===== src/rtl/vid_i2s_pkg.sv =====
package vid_i2s_pkg;

    typedef enum logic {
        GATE_IDLE   = 1'b0,
        GATE_STREAM = 1'b1
    } gate_state_e;

    typedef enum logic {
        SLOT_LEFT  = 1'b0,
        SLOT_RIGHT = 1'b1
    } slot_e;

    function automatic int word_bits(input int comp_w);
        return 3 * comp_w;
    endfunction

    function automatic slot_e other_slot(input slot_e s);
        return (s == SLOT_LEFT) ? SLOT_RIGHT : SLOT_LEFT;
    endfunction

endpackage


===== src/rtl/vid_i2s_sync.sv =====
module vid_i2s_sync #(
    parameter int STAGES = 2
) (
    input  logic clk_i,
    input  logic rst_i,
    input  logic d_i,
    output logic q_o
);
    generate
        if (STAGES <= 1) begin : g_single
            logic stage_q;
            always_ff @(posedge clk_i) begin
                if (rst_i) stage_q <= 1'b0;
                else       stage_q <= d_i;
            end
            assign q_o = stage_q;
        end else begin : g_chain
            logic [STAGES-1:0] chain_q;
            always_ff @(posedge clk_i) begin
                if (rst_i) chain_q <= '0;
                else       chain_q <= {chain_q[STAGES-2:0], d_i};
            end
            assign q_o = chain_q[STAGES-1];
        end
    endgenerate
endmodule


===== src/rtl/vid_i2s_frame_gate.sv =====
module vid_i2s_frame_gate
    import vid_i2s_pkg::*;
#(
    parameter int WORD_W = 24
) (
    input  logic              clk_i,
    input  logic              rst_i,
    input  logic              cts_s_i,
    input  logic              pix_valid_i,
    output logic              pix_ready_o,
    input  logic [WORD_W-1:0] pix_data_i,
    input  logic              pix_sof_i,
    input  logic              pix_blank_i,
    input  logic              take_i,
    output logic              full_o,
    output logic [WORD_W-1:0] word_o,
    output slot_e             slot_o
);
    gate_state_e       state_q;
    logic              full_q;
    logic [WORD_W-1:0] data_q;
    slot_e             slot_q;
    slot_e             next_slot_q;

    logic fire, visible, start, refuse, write;

    assign pix_ready_o = !full_q || pix_blank_i;
    assign fire        = pix_valid_i && pix_ready_o;
    assign visible     = fire && !pix_blank_i;
    assign start       = visible && pix_sof_i && cts_s_i;
    assign refuse      = visible && pix_sof_i && !cts_s_i;
    assign write       = start || (visible && !pix_sof_i && state_q == GATE_STREAM);

    always_ff @(posedge clk_i) begin
        if (rst_i) begin
            state_q     <= GATE_IDLE;
            full_q      <= 1'b0;
            data_q      <= '0;
            slot_q      <= SLOT_LEFT;
            next_slot_q <= SLOT_LEFT;
        end else begin
            if (start)       state_q <= GATE_STREAM;
            else if (refuse) state_q <= GATE_IDLE;

            if (write) begin
                full_q      <= 1'b1;
                data_q      <= pix_data_i;
                slot_q      <= start ? SLOT_LEFT : next_slot_q;
                next_slot_q <= start ? SLOT_RIGHT : other_slot(next_slot_q);
            end else if (take_i) begin
                full_q <= 1'b0;
            end
        end
    end

    assign full_o = full_q;
    assign word_o = data_q;
    assign slot_o = slot_q;

    // a buffered pixel stays put until the shifter takes it
    p_hold_until_taken_r8: assert property (@(posedge clk_i) disable iff (rst_i)
        (full_q && !take_i) |=> (full_q && $stable(data_q) && $stable(slot_q)));

    // blanking beats never stall
    p_blank_ready_r8: assert property (@(posedge clk_i) disable iff (rst_i)
        pix_blank_i |-> pix_ready_o);
endmodule


===== src/rtl/vid_i2s_shifter.sv =====
module vid_i2s_shifter
    import vid_i2s_pkg::*;
#(
    parameter int WORD_W = 24,
    parameter int DIV    = 8
) (
    input  logic              clk_i,
    input  logic              rst_i,
    input  logic              have_word_i,
    input  logic [WORD_W-1:0] word_i,
    input  slot_e             slot_i,
    output logic              take_o,
    output logic              sck_o,
    output logic              ws_o,
    output logic              sd_o
);
    localparam int HALF  = DIV / 2;
    localparam int PH_W  = (DIV > 1) ? $clog2(DIV) : 1;
    localparam int BIT_W = (WORD_W > 1) ? $clog2(WORD_W) : 1;

    logic              run_q;
    logic [PH_W-1:0]   ph_q;
    logic [BIT_W-1:0]  bit_q;
    logic [WORD_W-1:0] sh_q;
    logic              ws_q;
    logic              sck_q;

    logic last_ph, last_bit, boundary;

    assign last_ph  = (ph_q == PH_W'(DIV - 1));
    assign last_bit = (bit_q == BIT_W'(WORD_W - 1));
    assign boundary = !run_q || (last_ph && last_bit);
    assign take_o   = have_word_i && boundary;

    always_ff @(posedge clk_i) begin
        if (rst_i) begin
            run_q <= 1'b0;
            ph_q  <= '0;
            bit_q <= '0;
            sh_q  <= '0;
            ws_q  <= 1'b0;
            sck_q <= 1'b0;
        end else begin
            sck_q <= run_q && !take_o && !last_ph && (int'(ph_q) + 1 >= HALF);
            if (take_o) begin
                run_q <= 1'b1;
                ph_q  <= '0;
                bit_q <= '0;
                sh_q  <= word_i;
                ws_q  <= slot_i;
            end else if (run_q) begin
                if (last_ph) begin
                    ph_q <= '0;
                    if (last_bit) begin
                        run_q <= 1'b0;
                    end else begin
                        bit_q <= bit_q + 1'b1;
                        sh_q  <= {sh_q[WORD_W-2:0], 1'b0};
                    end
                end else begin
                    ph_q <= ph_q + 1'b1;
                end
            end
        end
    end

    assign sck_o = sck_q;
    assign ws_o  = ws_q;
    assign sd_o  = sh_q[WORD_W-1];

    // data and word select hold while the bit clock is high
    p_stable_high_r4: assert property (@(posedge clk_i) disable iff (rst_i)
        (sck_q && $past(sck_q)) |-> ($stable(sh_q[WORD_W-1]) && $stable(ws_q)));

    // word select moves only with the first bit of a word
    p_ws_first_bit_r3: assert property (@(posedge clk_i) disable iff (rst_i)
        (run_q && !$stable(ws_q)) |-> (bit_q == '0 && ph_q == '0));

    // bit clock rises at mid-period
    p_period_r1: assert property (@(posedge clk_i) disable iff (rst_i)
        $rose(sck_q) |-> (run_q && ph_q == PH_W'(HALF)));

    // no running shifter means a quiet clock
    p_quiet_r5: assert property (@(posedge clk_i) disable iff (rst_i)
        !$past(run_q) |-> !sck_q);
endmodule


===== src/rtl/vid_i2s_serializer.sv =====
module vid_i2s_serializer
    import vid_i2s_pkg::*;
#(
    parameter int COMP_W      = 8,
    parameter int DIV         = 8,
    parameter int SYNC_STAGES = 2
) (
    input  logic                  mclk_i,
    input  logic                  rst_i,
    input  logic                  cts_i,
    input  logic                  pix_valid_i,
    output logic                  pix_ready_o,
    input  logic [3*COMP_W-1:0]   pix_data_i,
    input  logic                  pix_sof_i,
    input  logic                  pix_blank_i,
    output logic                  sck_o,
    output logic                  ws_o,
    output logic                  sd_o
);
    localparam int WORD_W = word_bits(COMP_W);

    logic              cts_s;
    logic              take;
    logic              full;
    logic [WORD_W-1:0] word;
    slot_e             slot;

    vid_i2s_sync #(.STAGES(SYNC_STAGES)) u_cts_sync (
        .clk_i (mclk_i),
        .rst_i (rst_i),
        .d_i   (cts_i),
        .q_o   (cts_s)
    );

    vid_i2s_frame_gate #(.WORD_W(WORD_W)) u_gate (
        .clk_i       (mclk_i),
        .rst_i       (rst_i),
        .cts_s_i     (cts_s),
        .pix_valid_i (pix_valid_i),
        .pix_ready_o (pix_ready_o),
        .pix_data_i  (pix_data_i),
        .pix_sof_i   (pix_sof_i),
        .pix_blank_i (pix_blank_i),
        .take_i      (take),
        .full_o      (full),
        .word_o      (word),
        .slot_o      (slot)
    );

    vid_i2s_shifter #(.WORD_W(WORD_W), .DIV(DIV)) u_shift (
        .clk_i       (mclk_i),
        .rst_i       (rst_i),
        .have_word_i (full),
        .word_i      (word),
        .slot_i      (slot),
        .take_o      (take),
        .sck_o       (sck_o),
        .ws_o        (ws_o),
        .sd_o        (sd_o)
    );

    // first cycle out of reset is quiet
    p_reset_quiet_r9: assert property (@(posedge mclk_i) disable iff (rst_i)
        $past(rst_i) |-> (!sck_o && !ws_o && !sd_o && pix_ready_o));
endmodule


===== config.mk =====
export PLATFORM = sky130hd
export DESIGN_NAME = vid_i2s_serializer
export DESIGN_NICKNAME = d
export VERILOG_FILES = /design/src/rtl/vid_i2s_pkg.sv /design/src/rtl/vid_i2s_sync.sv /design/src/rtl/vid_i2s_frame_gate.sv /design/src/rtl/vid_i2s_shifter.sv /design/src/rtl/vid_i2s_serializer.sv
export SDC_FILE = /design/constraint.sdc
export NUM_CORES = 1
export LEC_CHECK = 0
export CAP_MARGIN = 30
export CORE_MARGIN = 2
export CORE_UTILIZATION = 31
export CTS_CLUSTER_DIAMETER = 100
export DETAILED_ROUTE_END_ITERATION = 16
export GPL_TIMING_DRIVEN = 0
export SLEW_MARGIN = 20
export SYNTH_ARGS = -nofsm -noshare
export SYNTH_HDL_FRONTEND = slang
export SYNTH_SLANG_ARGS = --single-unit

===== constraint.sdc =====
create_clock -name mclk_i -period 2.9 [get_ports mclk_i]
set_input_delay 0.58 -clock mclk_i [delete_from_list [all_inputs] [get_ports mclk_i]]
set_output_delay 0.58 -clock mclk_i [all_outputs]
set_load 0.05 [all_outputs]

Yosys cells after proc, flatten, opt, wreduce, memory -nomap -nowiden
Index checks and enable logic that the tools add are counted.
- reduce and logical (&&, ||, !) cells: 29
- bitwise logic cells: 1
- equal/unequal tests: 3
- magnitude comparators: 1
- add/subtract/negate cells: 3
- multiplexer cells: 16
- div/mod/pow operators: 0
- shift operators: 0
- $mul: 0
- operators with widths (cell ; number):
    $mux W24 ; 4
    $ge A32 B4 Y1 const B ; 1
    $logic_and A1 B1 Y1 ; 12
    $mux W1 ; 11
    $reduce_bool A2 Y1 ; 4
    $logic_not A1 Y1 ; 7
    $reduce_and A3 Y1 ; 2
    $add A5 B1 Y5 const B ; 1
    $eq A5 B5 Y1 const B ; 1
    $add A3 B1 Y4 const B ; 1
    $add A3 B1 Y3 const B ; 1
    $eq A3 B3 Y1 const B ; 1
    $logic_or A1 B1 Y1 ; 3
    $mux W3 ; 1
    $ne A2 B1 Y1 const B ; 1
    $reduce_or A2 Y1 ; 1
    $not A1 Y1 ; 1
- input port bits: 30
- output and inout bits: 4
- memory bits (read-only): 0
- bits in writable memories: 0
- flip-flop bits (word level): 65
- memories: 0
- bits in latches: 0

Depth between registers and ports, before layout
- depth in word-level cells: 8
- gate-level depth with buffers: 7

Hierarchy
From an unflattened synthesis, not the netlist that was laid out.
- cells, all modules: 405
- area, all modules: 3348.2 µm²
- modules (own cells, without submodules) (module ; instances ; cells each ; area an instance (µm²) ; seq. area each (µm²)):
    vid_i2s_shifter ; 1 ; 274 ; 1993.2 ; 700.7
    vid_i2s_frame_gate ; 1 ; 127 ; 1302.5 ; 560.5
    vid_i2s_sync ; 1 ; 4 ; 52.6 ; 40.0

Worst setup path after synthesis
OpenSTA, ideal clock, no wires.
- kind: register to register
- from: reg u_shift.ph_q[0]
- to: reg u_shift.sh_q[18]
- stages on the path, launching flop included: 8
- library setup time: 118 ps
- period minus slack after synthesis: 1662 ps
- slack: 1238 ps
- data arrival time: 1545 ps
- buffers on the path: 2
- cells stage by stage: dfxtp_1 > ha_1 > ha_1 > buf_2 > nand2_1 > clkbuf_1 > or3_2 > o2111a_1
- cells in the longest elaborated chain, start to end: 6
- elaborated cells between the ends (all ways): 9
- classes of those cells: 2 x eq/ne; 1 x mux; 6 x reduce/logical
- RTL lines (item ; RTL line ; source):
    start, declared ; vid_i2s_shifter.sv:22 ; logic [PH_W-1:0] ph_q;
    start signal, assigned ; vid_i2s_shifter.sv:61 ; ph_q <= ph_q + 1'b1;
    $eq A3 B3 Y1 (*) ; vid_i2s_shifter.sv:30 ; assign last_ph = (ph_q == PH_W'(DIV - 1));
    $logic_and A1 B1 Y1 ; vid_i2s_shifter.sv:32 ; assign boundary = !run_q || (last_ph && last_bit);
    $logic_or A1 B1 Y1 ; vid_i2s_shifter.sv:32 ;
    $logic_and A1 B1 Y1 ; vid_i2s_shifter.sv:33 ; assign take_o = have_word_i && boundary;
    $ne A2 B1 Y1 (no source line) / $reduce_bool A2 Y1 (equally long branches) ; -- ;
    $reduce_and A3 Y1 (no source line) ; -- ;
    end signal, assigned ; vid_i2s_shifter.sv:49 ; sh_q <= word_i;
    end signal, assigned ; vid_i2s_shifter.sv:58 ; sh_q <= {sh_q[WORD_W-2:0], 1'b0};
    end, declared ; vid_i2s_shifter.sv:24 ; logic [WORD_W-1:0] sh_q;
Every way passes the cells marked *; elsewhere a longest branch is shown, timed or not.
A chain may end at the register's enable or synchronous reset.

Final worst setup path
- from: reg u_gate.full_q (netlist: u_gate.full_o)
- to: out pix_ready_o
- cells in the longest elaborated chain, start to end: 2
- RTL lines (item ; RTL line ; source):
    start, declared ; vid_i2s_frame_gate.sv:20 ; logic full_q;
    start signal, assigned ; vid_i2s_frame_gate.sv:37 ; full_q <= 1'b0;
    start signal, assigned ; vid_i2s_frame_gate.sv:46 ; full_q <= 1'b1;
    start signal, assigned ; vid_i2s_frame_gate.sv:51 ; full_q <= 1'b0;
    $logic_not A1 Y1 ; vid_i2s_frame_gate.sv:27 ; assign pix_ready_o = !full_q || pix_blank_i;
    $logic_or A1 B1 Y1 ; vid_i2s_frame_gate.sv:27 ;
    end, declared ; vid_i2s_serializer.sv:12 ; output logic pix_ready_o,
Every way passes these cells.

==> qor.log <==
INFO  status         outcome=complete, no violations
INFO  die            floorplan.initialDensity=0.318
INFO  drt            drt-pass1-iter-count=4
INFO  synth          synth.yosys.seq_area_share=0.396
INFO  synth          post_synth_inst_count=389
INFO  clock_network  clock_sinks=65
INFO  drt            post-route-drc-count=0
INFO  worst_setup_path cp.arrival=2.15ns
INFO  timing         grt_setup_unrepaired=false
INFO  cells_and_area area_growth_syn_to_layout=22.5%
INFO  clock_network  cts.repair.resized=0
INFO  drt            drt_iter0_markers=204
INFO  clock_network  cts_hold_buf=0
INFO  timing         final_min_period_over_clock_period=0.941
INFO  pwr            ir_drop=0.341mV
INFO  clock_network  ctsLongestPathBuffers=2
INFO  drt            detailroute.via_count=3209
INFO  grt            grt_pass1_wl=15900µm
INFO  drt            detail_route.vias_per_cell=5.60
INFO  cells_and_area antenna_cells=0
INFO  timing         max_slew_margin=0.545
INFO  grt            antenna_found_initial=0
INFO  clock_network  cts_root_buffer=sky130_fd_sc_hd__clkbuf_8
INFO  grt            globalRouteTotalUtil=0.177
INFO  worst_setup_path critPathLaunchType=flop
INFO  min_path       worst_hold_path.num_cells=1
INFO  die            floorplan.io_pins=34
INFO  worst_setup_path worstRegToRegCells=7
INFO  clock_network  post_cts.repair.setup_buffers=0
INFO  worst_setup_path criticalPathCategory=flop to output pin
INFO  timing         setup-violations-final=0
INFO  synth          synth.cell_area=0.00328mm²
INFO  timing         post-route-worst-setup-slack=0.172ns
INFO  grt            first_global_vias=3081
INFO  clock_network  tritoncts=yes
INFO  clock_network  cts.htree.levels=3
INFO  timing         final-max-slew-violation-count=0
INFO  die            fp-row-count=37
INFO  synth          syn_area_per_cell=8.44µm²
INFO  timing         finalCriticalPeriod=2.73ns
INFO  die            die_x_extent=107µm
INFO  synth          synth_top_cells_by_area=sky130_fd_sc_hd__dfxtp_1 (40%), sky130_fd_sc_hd__o2111a_1 (7.9%), sky130_fd_sc_hd__or3_1 (7.8%)
INFO  pwr            pwr_density_cell=499mW/mm²
INFO  synth          yosys.area.top_type_share=0.396
INFO  placement      dp_hpwl=6730µm
INFO  clock_network  numCtsBuffers=9
INFO  synth          ys_dominant_reg_cell=sky130_fd_sc_hd__dfxtp_1
INFO  grt            grt_start_max_net_pins=14
INFO  synth          synthesis.yosys.warnings=0
INFO  placement      portBuffers=32
INFO  clock_network  clk_transition_reported_paths=0.08ns
INFO  pwr            p_leak=0.00130µW
INFO  worst_setup_path worst_setup_path_end_kind=output pin
INFO  synth          synth_enable_flop_cells=0
INFO  worst_setup_path data_required_time_of_the_critical_path=2.32ns
INFO  drt            antenna_left=0
INFO  synth          synthTopCellsByCount=sky130_fd_sc_hd__dfxtp_1 (65), sky130_fd_sc_hd__nor2_1 (47), sky130_fd_sc_hd__or3_1 (41), sky130_fd_sc_hd__a21oi_1 (30)
INFO  min_path       hold_path.class=flop to flop
INFO  synth          yosysMostFrequentCell=sky130_fd_sc_hd__dfxtp_1
INFO  drt            finalWirelength=9640µm
INFO  worst_setup_path worstPathMaxFanout=10
INFO  placement      globalplace.congestion=0.874
INFO  clock_network  insertion_delay=0.35ns
INFO  grt            overflow=0
INFO  drt            detail_route.wl_per_cell=16.8µm
INFO  synth          synthDistinctLibCells=41
INFO  run            drv_cap=0
INFO  die            die-height=107µm
INFO  timing         fin_skew=0.0107ns
INFO  cells_and_area drive_above_1_share=0.112
INFO  timing         finalHoldViolCount=0
INFO  placement      pre_cts_slack=0.326ns
INFO  timing         worst_slew_pin_slew=0.682ns
INFO  synth          synth.largest_area_cell=sky130_fd_sc_hd__dfxtp_1
INFO  die            design.die.area=0.0114mm²
INFO  timing         timing.setup.tns=0ns
INFO  synth          postSynthRegisterBits=65
INFO  cells_and_area nFillCells=1051
INFO  synth          synth_async_sr_flop_share=0
INFO  synth          synthesis.nets=422
INFO  die            core_region_area=0.0103mm²
INFO  cells_and_area finalNetCount=465
INFO  timing         clock.fmax=0.367GHz
metrics by stage:
step / hold slack (ns) / instance area, µm² / total power [µW] / std cells / utilization
global placement: 0.424 / 3770 / 1060 / 557 / 0.366
detailed placement: 0.430 / 3770 / 1060 / 557 / 0.366
floorplan: 0.414 / 3280 / 992 / 389 / -
CTS: 0.448 / 4020 / 2020 / 573 / 0.390
finish: 0.449 / 4020 / 2010 / 573 / 0.390
global route: 0.477 / 4020 / 2080 / 573 / 0.390
critical path: stages (launching register included):
cell	delay, ns
sky130_fd_sc_hd__dfxtp_1	0.45
sky130_fd_sc_hd__buf_2	0.27
sky130_fd_sc_hd__buf_2	0.29
sky130_fd_sc_hd__nand2b_1	0.08
sky130_fd_sc_hd__clkdlybuf4s50_1	0.70
kinds of logic after synthesis:
logic type      count (synthesis)  synth area share
simple gates                  154             0.250
mux                             6            0.0187
buf+inv                        44            0.0621
fa+ha+maj                       3            0.0114
compound gates                117             0.261
flops                          65             0.396
placed cells by master (no fill, tap or decap), types with 4 or more instances in the layout:
master,instances
sky130_fd_sc_hd__clkbuf_1,19
sky130_fd_sc_hd__dfxtp_1,65
sky130_fd_sc_hd__nand3_1,28
sky130_fd_sc_hd__a221oi_1,22
sky130_fd_sc_hd__nor2_1,47
sky130_fd_sc_hd__or3_1,41
sky130_fd_sc_hd__mux2i_1,5
sky130_fd_sc_hd__a21oi_1,30
sky130_fd_sc_hd__clkdlybuf4s50_1,32
sky130_fd_sc_hd__clkbuf_8,9
sky130_fd_sc_hd__or3_2,6
sky130_fd_sc_hd__nand2_1,10
sky130_fd_sc_hd__o2111a_1,23
sky130_fd_sc_hd__o21ai_0,28
sky130_fd_sc_hd__nand4_1,4
sky130_fd_sc_hd__buf_2,16
cell type report:
class / instances / area [µm²] / area share
multi-input cells: 280 / 1780 / 0.442
inverters: 3 / 11.3 / 0.00280
clock buffers: 9 / 124 / 0.0308
plain buffers: 41 / 193 / 0.0479
repair buffers: 32 / 320 / 0.0796
clock inverters: 7 / 124 / 0.0308
well taps: 136 / 170 / 0.0423
flip-flops and latches: 65 / 1300 / 0.323
metal layers:
layer | vias to the layer above | GRT usage | share of wire
li1 | 1549 | - | -
met4 | 0 | 0.0640 | 0.0091
met1 | 1557 | 0.237 | 0.46
met3 | 9 | 0.0377 | 0.067
met2 | 94 | 0.281 | 0.47
met5 | - | 0 | 0
worst paths after layout:
kind	slack (ns)	from	endpoint
setup / recovery	0.17	u_gate.full_o	pix_ready_o
hold / removal	0.45	u_cts_sync.g_chain.chain_q[0]	u_cts_sync.g_chain.chain_q[1]
setup reg to reg	0.86	u_shift.ph_q[0]	u_shift.ph_q[2]
hold reg to reg	0.45	u_cts_sync.g_chain.chain_q[0]	u_cts_sync.g_chain.chain_q[1]
flip-flops by register name (all words and copies together), names as in the netlist:
signal	count
u_gate.word_o	24
u_shift.sh_q	24
u_shift.bit_q	5
u_shift.ph_q	3
u_cts_sync.g_chain.chain_q	2
u_gate.full_o	1
u_gate.next_slot_q	1
u_gate.slot_o	1
u_gate.state_q	1
u_shift.run_q	1
u_shift.sck_o	1
u_shift.ws_o	1
power breakdown:
part / switching, µW / internal (µW) / leakage (µW) / total [µW]
logic: 65.5 / 61.4 / 0.000651 / 127
registers: 7.88 / 903 / 0.000525 / 911
clock network: 391 / 580 / 0.000121 / 970
total: 464 / 1540 / 0.00130 / 2010
Power figures use the tool's default switching activity.
